File: src/rtl/refsched_pkg.sv
// Shared constants and the phase type for the refresh stall scheduler.
// Assumes an 11-bit horizontal counter covering lines of up to 2047 clocks.
package refsched_pkg;
    localparam int HPOS_W      = 11;
    localparam int WIN_CLOCKS  = 40;
    localparam int POS_EARLY   = 530;
    localparam int POS_EVEN    = 538;
    localparam int POS_ODD     = 534;

    // Which of the two alternating positions the current line uses.
    typedef enum logic {
        PH_FIRST  = 1'b0,
        PH_SECOND = 1'b1
    } alt_phase_e;
endpackage

File: src/rtl/refresh_phase.sv
// Tracks the alternation phase for the later-revision placement rule.
// Assumes line_start pulses once, on the first clock of each line.
// Assumes short_line is a level that is valid for the whole current line.
// The phase is left alone at the first line_start after reset and after a short line.
module refresh_phase
    import refsched_pkg::*;
(
    input  logic       clk,
    input  logic       rst_n,
    input  logic       line_start,
    input  logic       short_line,
    output alt_phase_e phase
);
    logic seen_line;
    logic short_prev;

    // Update the phase at each line boundary, skipping it after a short line.
    always_ff @(posedge clk) begin
        if (!rst_n) begin
            seen_line  <= 1'b0;
            short_prev <= 1'b0;
            phase      <= PH_FIRST;
        end else begin
            short_prev <= short_line;
            if (line_start) begin
                seen_line <= 1'b1;
                if (seen_line && !short_prev) begin
                    phase <= (phase == PH_FIRST) ? PH_SECOND : PH_FIRST;
                end
            end
        end
    end

    // the phase keeps its value across a line boundary that ends a short line.
    p_short_keeps_phase_r4: assert property (@(posedge clk) disable iff (!rst_n)
        (line_start && short_prev) |=> $stable(phase));
endmodule

File: src/rtl/refresh_window.sv
// Decodes the refresh window from the horizontal position and the placement rule.
// Assumes hpos counts up by one per clock and that the window fits inside the line.
module refresh_window
    import refsched_pkg::*;
#(
    parameter int HW        = HPOS_W,
    parameter int WIN_LEN   = WIN_CLOCKS,
    parameter int S_EARLY   = POS_EARLY,
    parameter int S_FIRST   = POS_EVEN,
    parameter int S_SECOND  = POS_ODD
) (
    input  logic          clk,
    input  logic          rst_n,
    input  logic [HW-1:0] hpos,
    input  logic          rev_early,
    input  alt_phase_e    phase,
    output logic          active
);
    localparam int EW = HW + 1;
    localparam int CW = $clog2(WIN_LEN + 1) + 1;

    logic [EW-1:0] start_pos;
    logic [EW-1:0] pos_ext;
    logic [CW-1:0] run_cnt;

    // Pick the start position for the current line.
    always_comb begin
        if (rev_early)                start_pos = EW'(S_EARLY);
        else if (phase == PH_FIRST)   start_pos = EW'(S_FIRST);
        else                          start_pos = EW'(S_SECOND);
    end

    // The window is open from the start position for WIN_LEN clocks.
    always_comb begin
        pos_ext = {1'b0, hpos};
        active  = (pos_ext >= start_pos) && (pos_ext < start_pos + EW'(WIN_LEN));
    end

    // Length of the current open run, kept only for the length check below.
    always_ff @(posedge clk) begin
        if (!rst_n)      run_cnt <= '0;
        else if (active) run_cnt <= run_cnt + 1'b1;
        else             run_cnt <= '0;
    end

    // every window that closes was open for exactly WIN_LEN clocks.
    p_window_len_r1: assert property (@(posedge clk) disable iff (!rst_n)
        $fell(active) |-> (run_cnt == CW'(WIN_LEN)));

    // under the early rule the window opens at the fixed position.
    p_early_start_r2: assert property (@(posedge clk) disable iff (!rst_n)
        ($rose(active) && rev_early) |-> ({1'b0, hpos} == EW'(S_EARLY)));

    // under the later rule the window opens at one of the two positions.
    p_alt_start_r3: assert property (@(posedge clk) disable iff (!rst_n)
        ($rose(active) && !rev_early) |->
            (({1'b0, hpos} == EW'(S_FIRST)) || ({1'b0, hpos} == EW'(S_SECOND))));
endmodule

File: src/rtl/bus_grant.sv
// Grants the bus to DMA or the processor whenever no refresh stall is active.
// DMA has priority over the processor.
// Assumes requests may be single-clock pulses.
// A request that is not granted is held until it is granted.
module bus_grant (
    input  logic clk,
    input  logic rst_n,
    input  logic stall,
    input  logic cpu_req,
    input  logic dma_req,
    output logic cpu_grant,
    output logic dma_grant
);
    logic cpu_hold;
    logic dma_hold;
    logic cpu_want;
    logic dma_want;

    // Merge live requests with held ones and resolve the priority.
    always_comb begin
        cpu_want  = cpu_req | cpu_hold;
        dma_want  = dma_req | dma_hold;
        dma_grant = dma_want & ~stall;
        cpu_grant = cpu_want & ~stall & ~dma_want;
    end

    // Keep every request that was not granted this clock.
    always_ff @(posedge clk) begin
        if (!rst_n) begin
            cpu_hold <= 1'b0;
            dma_hold <= 1'b0;
        end else begin
            cpu_hold <= cpu_want & ~cpu_grant;
            dma_hold <= dma_want & ~dma_grant;
        end
    end

    // never more than one grant in the same clock.
    p_single_grant_r7: assert property (@(posedge clk) disable iff (!rst_n)
        $onehot0({cpu_grant, dma_grant}));

    // a request held through the window is served on the clock the stall drops.
    p_held_served_r7: assert property (@(posedge clk) disable iff (!rst_n)
        ($fell(stall) && ($past(cpu_hold) || $past(dma_hold))) |-> (cpu_grant || dma_grant));
endmodule

File: src/rtl/refresh_stall_sched.sv
// Top of the refresh stall scheduler: phase tracking, window decode and bus grant.
// Assumes the raster generator drives hpos, line_start and short_line in step.
module refresh_stall_sched
    import refsched_pkg::*;
#(
    parameter int HW       = HPOS_W,
    parameter int WIN_LEN  = WIN_CLOCKS,
    parameter int S_EARLY  = POS_EARLY,
    parameter int S_FIRST  = POS_EVEN,
    parameter int S_SECOND = POS_ODD
) (
    input  logic          clk,
    input  logic          rst_n,
    input  logic [HW-1:0] hpos,
    input  logic          line_start,
    input  logic          short_line,
    input  logic          chip_rev_early,
    input  logic          cpu_req,
    input  logic          dma_req,
    output logic          refresh_active,
    output logic          bus_stall,
    output logic          cpu_grant,
    output logic          dma_grant
);
    alt_phase_e phase;

    refresh_phase u_phase (
        .clk        (clk),
        .rst_n      (rst_n),
        .line_start (line_start),
        .short_line (short_line),
        .phase      (phase)
    );

    refresh_window #(
        .HW       (HW),
        .WIN_LEN  (WIN_LEN),
        .S_EARLY  (S_EARLY),
        .S_FIRST  (S_FIRST),
        .S_SECOND (S_SECOND)
    ) u_window (
        .clk       (clk),
        .rst_n     (rst_n),
        .hpos      (hpos),
        .rev_early (chip_rev_early),
        .phase     (phase),
        .active    (refresh_active)
    );

    // The stall covers the whole window and nothing else.
    always_comb bus_stall = refresh_active;

    bus_grant u_grant (
        .clk       (clk),
        .rst_n     (rst_n),
        .stall     (bus_stall),
        .cpu_req   (cpu_req),
        .dma_req   (dma_req),
        .cpu_grant (cpu_grant),
        .dma_grant (dma_grant)
    );

    // no bus cycle is granted to either requester while the stall is up.
    p_stall_blocks_r5: assert property (@(posedge clk) disable iff (!rst_n)
        bus_stall |-> (!cpu_grant && !dma_grant));
endmodule

File: config.mk
export PLATFORM = sky130hd
export DESIGN_NAME = refresh_stall_sched
export DESIGN_NICKNAME = d
export VERILOG_FILES = /design/src/rtl/refsched_pkg.sv /design/src/rtl/refresh_phase.sv /design/src/rtl/refresh_window.sv /design/src/rtl/bus_grant.sv /design/src/rtl/refresh_stall_sched.sv
export SDC_FILE = /design/constraint.sdc
export NUM_CORES = 1
export LEC_CHECK = 0
export BUFFER_PORTS_ARGS = -buffer_cell sky130_fd_sc_hd__buf_2
export CAP_MARGIN = 20
export CORE_AREA = 2 2 39 41
export CTS_CLUSTER_DIAMETER = 80
export CTS_CLUSTER_SIZE = 14
export DETAILED_ROUTE_END_ITERATION = 10
export DIE_AREA = 0 0 41 43
export PLACE_DENSITY = 0.52
export SLEW_MARGIN = 20
export SYNTH_ARGS = -nofsm -noshare
export SYNTH_HDL_FRONTEND = slang
export SYNTH_SLANG_ARGS = --single-unit
File: constraint.sdc
create_clock -name clk -period 4.63 [get_ports clk]
set_input_delay 0.926 -clock clk [delete_from_list [all_inputs] [get_ports clk]]
set_output_delay 0.926 -clock clk [all_outputs]
set_load 0.1 [all_outputs]
# Word-level counts from Yosys, hierarchy flattened
# Index checks and enable logic that the tools add are counted.
# W data, S select, Z words.
[op_classes]
addsub = 1
order_cmp = 2
muxes = 3
bitwise_logic = 11
n_reduce_logical = 4
[ops]
columns = ["op", "n"]
rows = [
  ["$add A12 B6 Y12 const B", 1],
  ["$ge A11 B12 Y1", 1],
  ["$lt A11 B12 Y1", 1],
  ["$mux W12", 1],
  ["$and A1 B1 Y1", 5],
  ["$mux W4", 1],
  ["$not A1 Y1", 4],
  ["$logic_and A1 B1 Y1", 2],
  ["$or A1 B1 Y1", 2],
  ["$reduce_and A2 Y1", 1],
  ["$logic_not A1 Y1", 1],
  ["$mux W1", 1],
]
[word_totals]
ff_bits = 5
in_bits = 18
out_inout_bits = 4
wordCells = 26

# Depth between registers and ports, before layout
[depth]
depth_word = 10
ltp_mapped = 6
ltp_nobuf = 6

# By module
# From an unflattened synthesis, not the netlist that was laid out.
[unflattened]
hier_cells = 38
area_unflattened_um2 = 337.8
[by_module_without_submodules]
columns = ["module", "n_inst", "cells_each", "area_each_um2", "seq_area_each_um2"]
rows = [
  ["refresh_window", 1, 18, 146.4, 0.0],
  ["refresh_phase", 1, 9, 101.3, 60.1],
  ["bus_grant", 1, 10, 82.6, 40.0],
  ["refresh_stall_sched", 1, 1, 7.5, 0.0],
]

# Least setup slack after synthesis
# Ideal clock, no wire load.
[synth_timing]
path_kind = "input to output"
start = "in chip_rev_early"
end = "out cpu_grant"
arrival_time_ps = 3673
t_required_ps = 3704
slack_ps = 31
cell_stages = 5
path_buffers = 0
path_cell_list = "or2_1 > ha_1 > or4_4 > a311oi_4 > nor2_1"
[synth_between]
elab_chain_len = 7
word_cells_on_any_way = 8
classes_between = "add/sub: 1; order compare: 2; mux: 1; bitwise: 3; reduce/logical: 1"
[synth_rtl]
columns = ["item", "line_no", "source"]
rows = [
  ["from (decl)", "refresh_stall_sched.sv:17", "input logic chip_rev_early,"],
  ["$mux W12 *", "refresh_window.sv:28", "if (rev_early) start_pos = EW'(S_EARLY);"],
  ["$add A12 B6 Y12", "refresh_window.sv:36", "active = (pos_ext >= start_pos) && (pos_ext < start_pos + EW'(WIN_LEN));"],
  ["$lt A11 B12 Y1", "refresh_window.sv:36", ""],
  ["$logic_and A1 B1 Y1 *", "refresh_window.sv:36", ""],
  ["net bus_stall", "refresh_stall_sched.sv:21", "output logic bus_stall,"],
  ["$not A1 Y1 *", "bus_grant.sv:24", "cpu_grant = cpu_want & ~stall & ~dma_want;"],
  ["$and A1 B1 Y1 * (2 in series)", "bus_grant.sv:24", ""],
  ["to (decl)", "refresh_stall_sched.sv:22", "output logic cpu_grant,"],
]
# The timed path passes the listed nets; every way through them passes the cells marked *.

# Worst setup path in the final report
[layout_timing]
start = "in chip_rev_early"
end = "out bus_stall"
[layout_between]
elab_chain_len = 4
word_cells_on_any_way = 5
classes_between = "add/sub: 1; order compare: 2; mux: 1; reduce/logical: 1"
[layout_rtl]
columns = ["item", "line_no"]
rows = [
  ["$mux W12 *", "refresh_window.sv:28"],
  ["$add A12 B6 Y12", "refresh_window.sv:36"],
  ["$lt A11 B12 Y1", "refresh_window.sv:36"],
  ["$logic_and A1 B1 Y1 *", "refresh_window.sv:36"],
  ["to (decl)", "refresh_stall_sched.sv:21"],
]
# Mark *: on every way between the ends. The rest lies on a longest branch, timed or not.

==> impl_results.md <==
- Num Clock Sinks: 5
- Max Cap Viol: 0
- Maximum buffer depth of the clock tree: 2
- Cell Pwr Density: ~280 nW/um^2
- Worst-Margin Slew: 0.4855 ns
- CTS clk-pin slew, worst paths: 0.04 ns
- Ys Warns: 0
- Vias in the first global route: 323
- Starting Density: 24.32%
- Core ar.: ~1400 sq um
- Crit end category: primary output
- Iteration-0 DRC Markers: 4
- # DRC: 0
- Max-slew violation count: 0
- Setup TNS: 0 ns
- Synth area leaders: dfxtp_1, ha_1, a311oi_4, o21ai_0, nor2_1
- Final ANT Viol Nets: 0
- Mapped Nets: 59
- Root buffer cell: clkbuf_4
- Die Y: about 43 microns
- Register bit total from synthesis: 5
- Clock Latency Late Sink: around 0.24 ns
- Internal power: 0.00009138 W
- CP required: 3.70 ns
- WL/cell: just under 9 microns
- Grt ovf: 0
- Gate power share: 28.2%
- Gate Count Post-Synth: 38
- Critical path's slowest cell: or4_4
- Post-synthesis sequential area ratio: 29.74%
- Peak Freq: 267.9 MHz
- 1st-pass router iterations: 4
- Initial antenna violation count: 0
- Synth cell types: 21
- Max incr delay on CP: 0.50 ns
- Hold_sp: u_phase.seen_line
- P_leak: 0.2245 nW
- RSZ-0062 raised after global routing: false
- Final Hold Viols: 0
- Final WS setup: 0.8971 ns
- Ports: 22
- Post-synth top area share: 29.74%
- Layout net count: 83
- Fin crit period: between 3 and 4 ns
- Die area: 1763 sq um
- GRT Util Overall: 9.447%
- WP data arrival: roughly 2.8 ns
- Switch Pwr: 0.00004253 W
- Layout cells sized above 1: 40.98%
- CP max FO: 5
- Clock Skew: between 0.0015 and 0.002 ns
- Worst reg-to-reg path cell count: 5
- Crit start category: input pin
- First-pass GRT wire length: 1.138 mm
- WHS Path Cells: 1
- R2R setup slack: 2.74 ns
- Peak supply drop: 163.9 uV
- Mapped Area: 336.6 sq um
- Post-CTS Setup Bufs: 0
- # port buffers: 20
- Die X: between 40 and 50 microns
- DR vias/cell: around 4.6
- Largest net degree at the start of global routing: 6
- Clock network power share: between 30 and 40%
- Power, Total: approximately 0.00013 W
- Worst hold path type: reg2reg
- Post-place setup slack: 0.8618 ns
- WHS Endpoint: u_phase.seen_line
- Final setup fails: 0
- Post-CTS sizing: 0
- CTS tree: built
- WS Path Type: in2out
- Vias: 357
- H-Tree Depth: 1
- # rows: 14
- CP most frequent cell: buf_2
- Critical path, cell by cell: buf_2 > or2_1 > ha_1 > or4_4 > a311oi_4 > buf_2
- Synth area leader: dfxtp_1
- Cts hold-fix bufs: 0
- Tcrit/Tclk final: just over 80%
- Net Sw Frac: 31.76%
- Avg Inst Size Synth: 8.857 sq um
- RD Place Congestion: 0.5893
- Max_slew headroom: 67.86%
- Outcome: finished clean
- DP HPWL: 575.4 microns
- Inserted Clock Buffers: 3
- Fillers: between 150 and 200
- Sequential power share: 34.7%
- Antenna fix cells: 0
- Worst r2r dst: u_grant.dma_hold
- Area growth, synth to finish: 41.26%
- RR Startpoint: u_phase.phase
- DRT Wirelength: ~680 microns
[how the worst max path moves through the flow]
stage                    from              to  slack [ns]  depth (start not counted)
2_1_floorplan  chip_rev_early       cpu_grant        0.03                          5
3_3_place_gp   chip_rev_early       bus_stall        0.87                          6
3_5_place_dp   chip_rev_early       bus_stall        0.86                          6
4_1_cts        chip_rev_early       bus_stall        0.86                          6
5_1_grt        chip_rev_early  refresh_active        0.80                          6
6_report       chip_rev_early       bus_stall        0.90                          6
[flip-flops by register name (all words and copies together), names as in the netlist]
register / cells
u_grant.cpu_hold: 1
u_grant.dma_hold: 1
u_phase.phase: 1
u_phase.seen_line: 1
u_phase.short_prev: 1
[kinds of logic (layout without fill, tap and decap cells)]
logic type | count (synthesis) | in the layout | synth area share [%]
compound gates | 14 | 14 | 32.35
fa+ha+maj | 3 | 3 | 11.15
flops | 5 | 5 | 29.74
simple gates | 15 | 15 | 24.54
buf+inv | 1 | 24 | 2.231
[cell usage after synthesis, drive strengths merged]
cell / number
dfxtp: 5
nor2: 4
o21ai: 4
ha: 3
nand2: 3
a21oi: 2
nand2b: 2
o21a: 2
a211oi: 1
a21boi: 1
a21o: 1
a311oi: 1
a31o: 1
and2: 1
and3b: 1
buf: 1
nor3: 1
o22ai: 1
or2: 1
or3: 1
or4: 1
[area by class of cell]
| class | count | area, sq um | area share, % |
|---|---|---|---|
| multi-input combinational | 32 | 229.0 | 48.16 |
| tap | 16 | 20.02 | 4.211 |
| clock buffer | 4 | 26.28 | 5.526 |
| sequential | 5 | 100.1 | 21.05 |
| timing repair buffer | 20 | 100.1 | 21.05 |
[per-stage QoR]
step	cells	hold WS, ns	utilization [%]	cell area, sq um
after CTS	77	0.4627	34.36	475.5
after global placement	73	0.4498	32.46	449.2
after detailed placement	73	0.4524	32.46	449.2
after floorplan	38	0.4402	-	336.6
after global routing	77	0.4719	34.36	475.5
final	77	0.4587	34.36	475.5
[per-layer routing]
metal / vias to the layer above / track usage, % / share of wire (%)
met4: 0 / 4.000 / 0
met3: 0 / 4.712 / 10
li1: 187 / - / -
met5: - / 0 / 0
met2: 16 / 14.06 / 46
met1: 154 / 10.97 / 44
[worst max-delay path, delay by kind of cell]
| family | cells | cell delay [ns] |
|---|---|---|
| and+or+nand+nor | 2 | 0.75 |
| buffers and inverters | 2 | 0.59 |
| AOI/OAI and AO/OA | 1 | 0.35 |
| adders and majority gates | 1 | 0.19 |
[power groups by stage]
stage	registers (W)	logic, W	clock network [W]
after global placement	0.0000471	0.0000377	0
after floorplan	0.0000469	0.0000270	0
after detailed placement	0.0000472	0.0000382	0
final	0.0000464	0.0000377	0.0000498
after CTS	0.0000464	0.0000383	0.0000518
after global routing	0.0000466	0.0000414	0.0000559
[placed cells by master, fill, tap and decap left out]
cell type / count
a31o_1: 1
or3_1: 1
a21oi_1: 2
o21a_1: 2
o22ai_1: 1
a211oi_1: 1
clkbuf_1: 1
nand2_1: 3
o21ai_0: 4
and2_1: 1
dfxtp_1: 5
or4_4: 1
nor3_1: 1
ha_1: 3
buf_2: 20
a21boi_0: 1
nand2b_1: 2
a311oi_4: 1
or2_1: 1
and3b_1: 1
a21o_1: 1
clkbuf_4: 3
nor2_1: 4
Power figures use the tool's default switching activity.
